**config.mk**
```make
export PLATFORM = sky130hd
export DESIGN_NAME = cmp_timer
export DESIGN_NICKNAME = d
export VERILOG_FILES = /design/src/rtl/cmp_timer_pkg.sv /design/src/rtl/cmp_timer_counter.sv /design/src/rtl/cmp_timer_cmpreg.sv /design/src/rtl/cmp_timer_chan.sv /design/src/rtl/cmp_timer.sv
export SDC_FILE = /design/constraint.sdc
export NUM_CORES = 1
export LEC_CHECK = 0
export ABC_CLOCK_PERIOD_IN_PS = 2900
export BUFFER_PORTS_ARGS = -buffer_cell sky130_fd_sc_hd__clkbuf_2
export CORE_ASPECT_RATIO = 0.75
export CORE_MARGIN = 5
export CORE_UTILIZATION = 55
export DETAILED_ROUTE_END_ITERATION = 10
export PLACE_DENSITY = 0.76
export SYNTH_ARGS = -nofsm -noshare
export SYNTH_HDL_FRONTEND = slang
export SYNTH_HIERARCHICAL = 1
export SYNTH_SLANG_ARGS = --single-unit
```
**constraint.sdc**
```tcl
create_clock -name clk -period 2.9 [get_ports clk]
set_clock_uncertainty 0.05 [all_clocks]
set_input_delay 0.29 -clock clk [delete_from_list [all_inputs] [get_ports clk]]
set_output_delay 0.29 -clock clk [all_outputs]
set_load 0.01 [all_outputs]
```
**src/rtl/cmp_timer_pkg.sv**
```systemverilog
package cmp_timer_pkg;
  localparam logic [1:0] CNT_FREE = 2'd0;
  localparam logic [1:0] CNT_MOD  = 2'd1;
  localparam logic [1:0] CNT_UPDN = 2'd2;
  localparam logic [1:0] CNT_HOLD = 2'd3;

  localparam logic [2:0] OC_SET    = 3'd0;
  localparam logic [2:0] OC_CLR    = 3'd1;
  localparam logic [2:0] OC_TGL    = 3'd2;
  localparam logic [2:0] OC_DIR_HI = 3'd4;
  localparam logic [2:0] OC_DIR_LO = 3'd5;
  localparam logic [2:0] OC_EDGE_HI = 3'd6;
  localparam logic [2:0] OC_EDGE_LO = 3'd7;
endpackage

```
**src/rtl/cmp_timer_counter.sv**
```systemverilog
module cmp_timer_counter #(
  parameter int CW = 16
) (
  input  logic          clk,
  input  logic          rst,
  input  logic          adv,
  input  logic [1:0]    mode,
  input  logic [CW-1:0] top,
  output logic [CW-1:0] cnt,
  output logic          up
);
  import cmp_timer_pkg::*;

  always_ff @(posedge clk) begin
    if (rst) begin
      cnt <= '0;
      up  <= 1'b1;
    end else if (adv) begin
      case (mode)
        CNT_FREE: begin
          cnt <= cnt + 1'b1;
          up  <= 1'b1;
        end
        CNT_MOD: begin
          cnt <= (cnt >= top) ? '0 : cnt + 1'b1;
          up  <= 1'b1;
        end
        CNT_UPDN: begin
          if (top == '0) begin
            cnt <= '0;
            up  <= 1'b1;
          end else if (up) begin
            if (cnt >= top) begin
              cnt <= cnt - 1'b1;
              up  <= 1'b0;
            end else begin
              cnt <= cnt + 1'b1;
            end
          end else begin
            if (cnt == '0) begin
              cnt <= {{(CW-1){1'b0}}, 1'b1};
              up  <= 1'b1;
            end else begin
              cnt <= cnt - 1'b1;
            end
          end
        end
        default: ;
      endcase
    end
  end

  AST_CNT_IDLE: assert property (@(posedge clk) disable iff (rst)
    !adv |=> $stable(cnt));
  AST_MOD_WRAP: assert property (@(posedge clk) disable iff (rst)
    (adv && mode == CNT_MOD && cnt >= top) |=> (cnt == '0));
  AST_UPDN_RISE: assert property (@(posedge clk) disable iff (rst)
    (adv && mode == CNT_UPDN && up && cnt < top) |=> (cnt == CW'($past(cnt) + 1'b1)));
endmodule

```
**src/rtl/cmp_timer_cmpreg.sv**
```systemverilog
module cmp_timer_cmpreg #(
  parameter int BYTE_W = 8,
  localparam int CW = 2 * BYTE_W
) (
  input  logic              clk,
  input  logic              rst,
  input  logic              wr_lo,
  input  logic              wr_hi,
  input  logic [BYTE_W-1:0] wr_data,
  input  logic              at_zero,
  output logic [CW-1:0]     active
);
  logic [BYTE_W-1:0] lo_q;
  logic [CW-1:0]     pend_q;

  always_ff @(posedge clk) begin
    if (rst) begin
      lo_q   <= '0;
      pend_q <= '0;
      active <= '0;
    end else begin
      if (wr_lo) lo_q <= wr_data;
      if (wr_hi) pend_q <= {wr_data, lo_q};
      if (at_zero) active <= pend_q;
    end
  end

  AST_LO_HELD: assert property (@(posedge clk) disable iff (rst)
    (wr_lo && !wr_hi) |=> $stable(pend_q));
  AST_LOAD_ONLY_ZERO: assert property (@(posedge clk) disable iff (rst)
    !at_zero |=> $stable(active));
endmodule

```
**src/rtl/cmp_timer_chan.sv**
```systemverilog
module cmp_timer_chan #(
  parameter int CW = 16,
  parameter bit IS_PERIOD = 1'b0
) (
  input  logic          clk,
  input  logic          rst,
  input  logic          adv,
  input  logic [CW-1:0] cnt,
  input  logic [CW-1:0] active,
  input  logic          updn,
  input  logic          up,
  input  logic [2:0]    mode,
  input  logic          clr,
  output logic          out_q,
  output logic          flag_q
);
  import cmp_timer_pkg::*;

  logic hit, at_zero, nxt;
  assign hit     = adv && (cnt == active);
  assign at_zero = adv && (cnt == '0);

  always_comb begin
    nxt = out_q;
    if (at_zero) begin
      case (mode)
        OC_DIR_HI:  if (!updn) nxt = 1'b0;
        OC_DIR_LO:  if (!updn) nxt = 1'b1;
        OC_EDGE_HI: if (!IS_PERIOD) nxt = 1'b0;
        OC_EDGE_LO: if (!IS_PERIOD) nxt = 1'b1;
        default: ;
      endcase
    end
    if (hit) begin
      case (mode)
        OC_SET:     nxt = 1'b1;
        OC_CLR:     nxt = 1'b0;
        OC_TGL:     nxt = ~out_q;
        OC_DIR_HI:  nxt = updn ? up : 1'b1;
        OC_DIR_LO:  nxt = updn ? ~up : 1'b0;
        OC_EDGE_HI: if (!IS_PERIOD) nxt = 1'b1;
        OC_EDGE_LO: if (!IS_PERIOD) nxt = 1'b0;
        default: ;
      endcase
    end
  end

  always_ff @(posedge clk) begin
    if (rst) begin
      out_q  <= 1'b0;
      flag_q <= 1'b0;
    end else begin
      out_q <= nxt;
      if (hit) flag_q <= 1'b1;
      else if (clr) flag_q <= 1'b0;
    end
  end

  AST_OUT_IDLE: assert property (@(posedge clk) disable iff (rst)
    !adv |=> $stable(out_q));
  AST_FLAG_ON_MATCH: assert property (@(posedge clk) disable iff (rst)
    hit |=> flag_q);

  if (IS_PERIOD) begin : g_period
    AST_NO_EDGE_PWM_CH0: assert property (@(posedge clk) disable iff (rst)
      (mode == OC_EDGE_HI || mode == OC_EDGE_LO) |=> $stable(out_q));
  end
endmodule

```
**src/rtl/cmp_timer.sv**
```systemverilog
module cmp_timer #(
  parameter int NCH = 3,
  parameter int BYTE_W = 8,
  localparam int CW = 2 * BYTE_W,
  localparam int ADDR_W = $clog2(2 * NCH + 1)
) (
  input  logic              clk,
  input  logic              rst,
  input  logic              tick,
  input  logic [1:0]        cnt_mode,
  input  logic [3*NCH-1:0]  ch_mode,
  input  logic [NCH-1:0]    irq_en,
  input  logic              wr_en,
  input  logic [ADDR_W-1:0] wr_addr,
  input  logic [BYTE_W-1:0] wr_data,
  output logic [CW-1:0]     count,
  output logic [NCH-1:0]    ch_out,
  output logic [NCH-1:0]    irq_flag,
  output logic              irq
);
  import cmp_timer_pkg::*;

  logic          adv, up, at_zero, clr_wr;
  logic [CW-1:0] cnt;
  logic [CW-1:0] act [NCH];

  assign adv     = tick && (cnt_mode != CNT_HOLD);
  assign at_zero = (cnt == '0);
  assign clr_wr  = wr_en && (wr_addr == ADDR_W'(2 * NCH));
  assign count   = cnt;

  cmp_timer_counter #(.CW(CW)) u_counter (
    .clk(clk), .rst(rst), .adv(adv), .mode(cnt_mode),
    .top(act[0]), .cnt(cnt), .up(up)
  );

  for (genvar c = 0; c < NCH; c++) begin : g_ch
    logic lo_sel, hi_sel;
    assign lo_sel = wr_en && (wr_addr == ADDR_W'(2 * c));
    assign hi_sel = wr_en && (wr_addr == ADDR_W'(2 * c + 1));

    cmp_timer_cmpreg #(.BYTE_W(BYTE_W)) u_cmpreg (
      .clk(clk), .rst(rst), .wr_lo(lo_sel), .wr_hi(hi_sel),
      .wr_data(wr_data), .at_zero(at_zero), .active(act[c])
    );

    cmp_timer_chan #(.CW(CW), .IS_PERIOD(c == 0)) u_chan (
      .clk(clk), .rst(rst), .adv(adv), .cnt(cnt), .active(act[c]),
      .updn(cnt_mode == CNT_UPDN), .up(up), .mode(ch_mode[3*c +: 3]),
      .clr(clr_wr && wr_data[c]), .out_q(ch_out[c]), .flag_q(irq_flag[c])
    );
  end

  always_ff @(posedge clk) begin
    if (rst) irq <= 1'b0;
    else     irq <= |(irq_flag & irq_en);
  end

  AST_IRQ_NEEDS_ENABLE: assert property (@(posedge clk) disable iff (rst)
    (irq_en == '0) |=> !irq);
endmodule

```
==> flow_metrics.env <==
export IMPL_final_util=0.648
export IMPL_nets=974
export IMPL_drc_errors=0
export IMPL_port_buffers=51
export IMPL_syn_nets=903
export IMPL_slew_viol_final=0
export IMPL_crit_fanout=9
export IMPL_critical_path_slowest_cell="or3_4"
export IMPL_grt_pass1_wl_mm=34.6
export IMPL_cts_tree="built"
export IMPL_synthArstFlopShare=0
export IMPL_grt_pass1_vias=6315
export IMPL_power_density_nw_per_um2=549
export IMPL_cp_end_kind="flip-flop"
export IMPL_area_delta_synth_final_pct=14.9
export IMPL_relSlewSlack=0.644
export IMPL_gp_congestion=0.959
export IMPL_yosysUniqueCellTypes=69
export IMPL_die_area_sq_um=16600
export IMPL_r2r_end="u_counter/cnt[12]$_SDFFE_PP0P_"
export IMPL_diodes=0
export IMPL_final_area_sq_um=8910
export IMPL_crit_arrival_ps=3060
export IMPL_htree_levels=4
export IMPL_critPathLaunchType="flip-flop"
export IMPL_min_from="irq_en[2]"
export IMPL_detail_route_wl_per_cell_microns=19.8
export IMPL_syn_avg_cell_area_sq_um=9.10
export IMPL_num_vias=6680
export IMPL_rrSetupSlack_ps=110
export IMPL_die_x_microns=147
export IMPL_drive_above_1_share=0.167
export IMPL_coreArea_sq_um=13700
export IMPL_tightest_slew_ps=530
export IMPL_max_vdd_ir_drop_mv=0.418
export IMPL_synth_ff_type="dfxtp_1"
export IMPL_ant_nets=0
export IMPL_whs_path_depth=3
export IMPL_syn_instance_count=852
export IMPL_cts_made_buffers=17
export IMPL_status="finished clean"
export IMPL_setup_violations=0
export IMPL_ys_seq_elements=144
export IMPL_vias_per_cell=6.01
export IMPL_path_class="reg2reg"
export IMPL_crit_chain="inv_1 -> ha_4 -> nand4_1 -> or3_4 -> o41ai_4 -> buf_4 -> nor3_1 -> buf_4 -> and3_1 -> a221o_1 -> a32o_1"
export IMPL_cap_viol_max_count=0
export IMPL_fp_row_count=37
export IMPL_required_ps=3170
export IMPL_grt_max_degree=111
export IMPL_wl_mm=22.0
export IMPL_placed_area_sq_um=8260
export IMPL_dp_hpwl_mm=14.5
export IMPL_initial_core_util=0.564
export IMPL_clock_sinks=144
export IMPL_synth_edf_count=0
export IMPL_drtPass1Iterations=5
export IMPL_leakagePower_nw=3.71
export IMPL_hold_path_endpoint="irq$_SDFF_PP0_"
export IMPL_hold_viol_final=0
export IMPL_seq_area_frac_synth=0.372
export IMPL_tns_ps=0
export IMPL_die_h_microns=113
export IMPL_ctsLongestPathBuffers=2
export IMPL_io_pins=52
export IMPL_dp_cells=1077
export IMPL_yosysWarningCount=6
export IMPL_fmax_mhz=358
export IMPL_power_mw=4.89
export IMPL_clk_pin_slew_ps=70
export IMPL_syn_area_sq_um=7750
export IMPL_final_cells=1111
export IMPL_fin_crit_ps=2790
export IMPL_hp_class="in2reg"
export IMPL_overflow=0
export IMPL_crit_top_cell="buf_4"
export IMPL_rr_startpoint="g_ch[0].u_cmpreg/active[14]$_SDFFE_PP0P_"
export IMPL_worstSkewPairLatency_ps=420
export IMPL_reg2reg_depth=11
export IMPL_cts_root_buf="clkbuf_16"
export IMPL_grtUsageTotal=0.262
export IMPL_antenna_found_initial=0
export IMPL_drt_iter0_drc=623
export IMPL_fin_crit_sh=0.963
export IMPL_slowest_delay_ps=470
-- stage by stage --
stage	hold WS, ps	setup WS [ps]
2_1_floorplan	309	155
3_3_place_gp	421	53.4
3_5_place_dp	431	9.44
4_1_cts	56.4	78.7
5_1_grt	85.4	-20.6
6_report	67.6	108
-- sequential cells by signal, summed over array words and instances (netlist names) --
signal                count
g_ch.u_cmpreg/active     48
g_ch.u_cmpreg/pend_q     48
g_ch.u_cmpreg/lo_q       24
u_counter/cnt            16
g_ch.u_chan/flag_q        3
g_ch.u_chan/out_q         3
irq                       1
u_counter/up              1
-- repair_timing --
item	in CTS	in global routing
gates resized for setup	1	6
pin swaps	0	2
hold buffers	0	0
setup buffers	0	2
endpoints found under the setup margin	1	4
-- synthesized netlist by cell type, types with 4 or more instances --
cell | n | share of area
clkbuf_1 | 26 | 0.013
nand3_1 | 24 | 0.015
o21ai_0 | 27 | 0.017
or4_1 | 5 | 0.0048
ha_1 | 22 | 0.035
mux2i_1 | 121 | 0.16
buf_12 | 6 | 0.015
xnor2_1 | 50 | 0.056
buf_2 | 5 | 0.0032
nor2b_1 | 6 | 0.0048
nand2_1 | 33 | 0.016
nor3_1 | 18 | 0.012
inv_1 | 27 | 0.013
xor2_1 | 11 | 0.012
a21oi_1 | 26 | 0.017
o32ai_1 | 5 | 0.0056
nor2_1 | 151 | 0.073
or3_1 | 5 | 0.0040
and3_1 | 9 | 0.0073
buf_6 | 8 | 0.012
nand4_1 | 13 | 0.010
and2_1 | 4 | 0.0032
dfxtp_1 | 144 | 0.37
nor4_1 | 16 | 0.013
nand2b_1 | 11 | 0.0089
nand3b_1 | 4 | 0.0039
nor4b_1 | 4 | 0.0045
o31ai_1 | 10 | 0.0097
-- where the power goes --
part | internal [mW] | switching [mW]
registers | 2.01 | 0.0271
logic | 0.256 | 0.391
clock network | 1.36 | 0.851
total | 3.63 | 1.27
-- per-layer routing --
metal  wire length [microns]  share of wire  GRT usage  up-vias
li1                        -              -          -     3160
met1                    9860           0.45      0.369     3203
met2                    9810           0.45      0.404      284
met3                    2090          0.095     0.0616       33
met4                     258          0.012     0.0745        0
met5                       0              0          0        -
-- how the worst max path moves through the flow --
| stage | cells after the start | startpoint | end |
|---|---|---|---|
| 2_1_floorplan | 8 | u_counter/cnt[0]$_SDFFE_PP0P_ | u_counter/cnt[11]$_SDFFE_PP0P_ |
| 3_3_place_gp | 9 | u_counter/cnt[0]$_SDFFE_PP0P_ | u_counter/cnt[12]$_SDFFE_PP0P_ |
| 3_5_place_dp | 9 | g_ch[0].u_cmpreg/active[0]$_SDFFE_PP0P_ | u_counter/cnt[2]$_SDFFE_PP0P_ |
| 4_1_cts | 8 | g_ch[0].u_cmpreg/active[0]$_SDFFE_PP0P_ | u_counter/cnt[11]$_SDFFE_PP0P_ |
| 5_1_grt | 11 | g_ch[0].u_cmpreg/active[14]$_SDFFE_PP0P_ | u_counter/cnt[12]$_SDFFE_PP0P_ |
| 6_report | 11 | g_ch[0].u_cmpreg/active[14]$_SDFFE_PP0P_ | u_counter/cnt[12]$_SDFFE_PP0P_ |
-- kinds of logic after synthesis --
| logic type | Yosys count | synth area share |
|---|---|---|
| AOI/OAI and AO/OA | 110 | 0.106 |
| muxes | 121 | 0.156 |
| adders and majority gates | 22 | 0.0355 |
| and+or+nand+nor | 319 | 0.203 |
| xor gates and xnor gates | 61 | 0.0689 |
| DFF | 144 | 0.372 |
| buffers and inverters | 75 | 0.0589 |
-- critical path, delay by kind of cell, from the launching register on --
kind                     cells  cell delay (ps)
AND/OR/NAND/NOR              4              870
AO/OA/AOI/OAI                3              710
buffers and inverters        3              470
flip-flops                   1              340
adder cells (fa/ha/maj)      1              270
-- cell usage in the layout, fill, tap and decap left out, types with 4 or more instances in the layout --
cell       count
or3_1          4
o21ai_0       26
clkbuf_16     17
ha_1          21
mux2i_1      121
inv_1         27
nand2_1       33
buf_4         48
nor4_1        16
a21oi_1       26
nor2_2         4
and2_1         4
dfxtp_1      141
or4_1          5
nand3b_1       4
nand2b_1      11
xor2_1        11
o32ai_1        5
nor2b_1        6
nor4b_1        4
nand4_1       13
o31ai_1       10
clkbuf_2      50
nand3_1       24
nor3_1        17
nor2_1       148
and3_1         9
xnor2_1       50
-- layout make-up --
cell class / instances / area (sq um)
clock inverter: 13 / 163
inverter: 27 / 101
multi-input combinational: 633 / 4460
tap: 175 / 219
fill: 1117 / 4840
clock buffer: 19 / 433
sequential: 144 / 2890
timing repair buffer: 100 / 651
(Power assumes the default switching activity.)
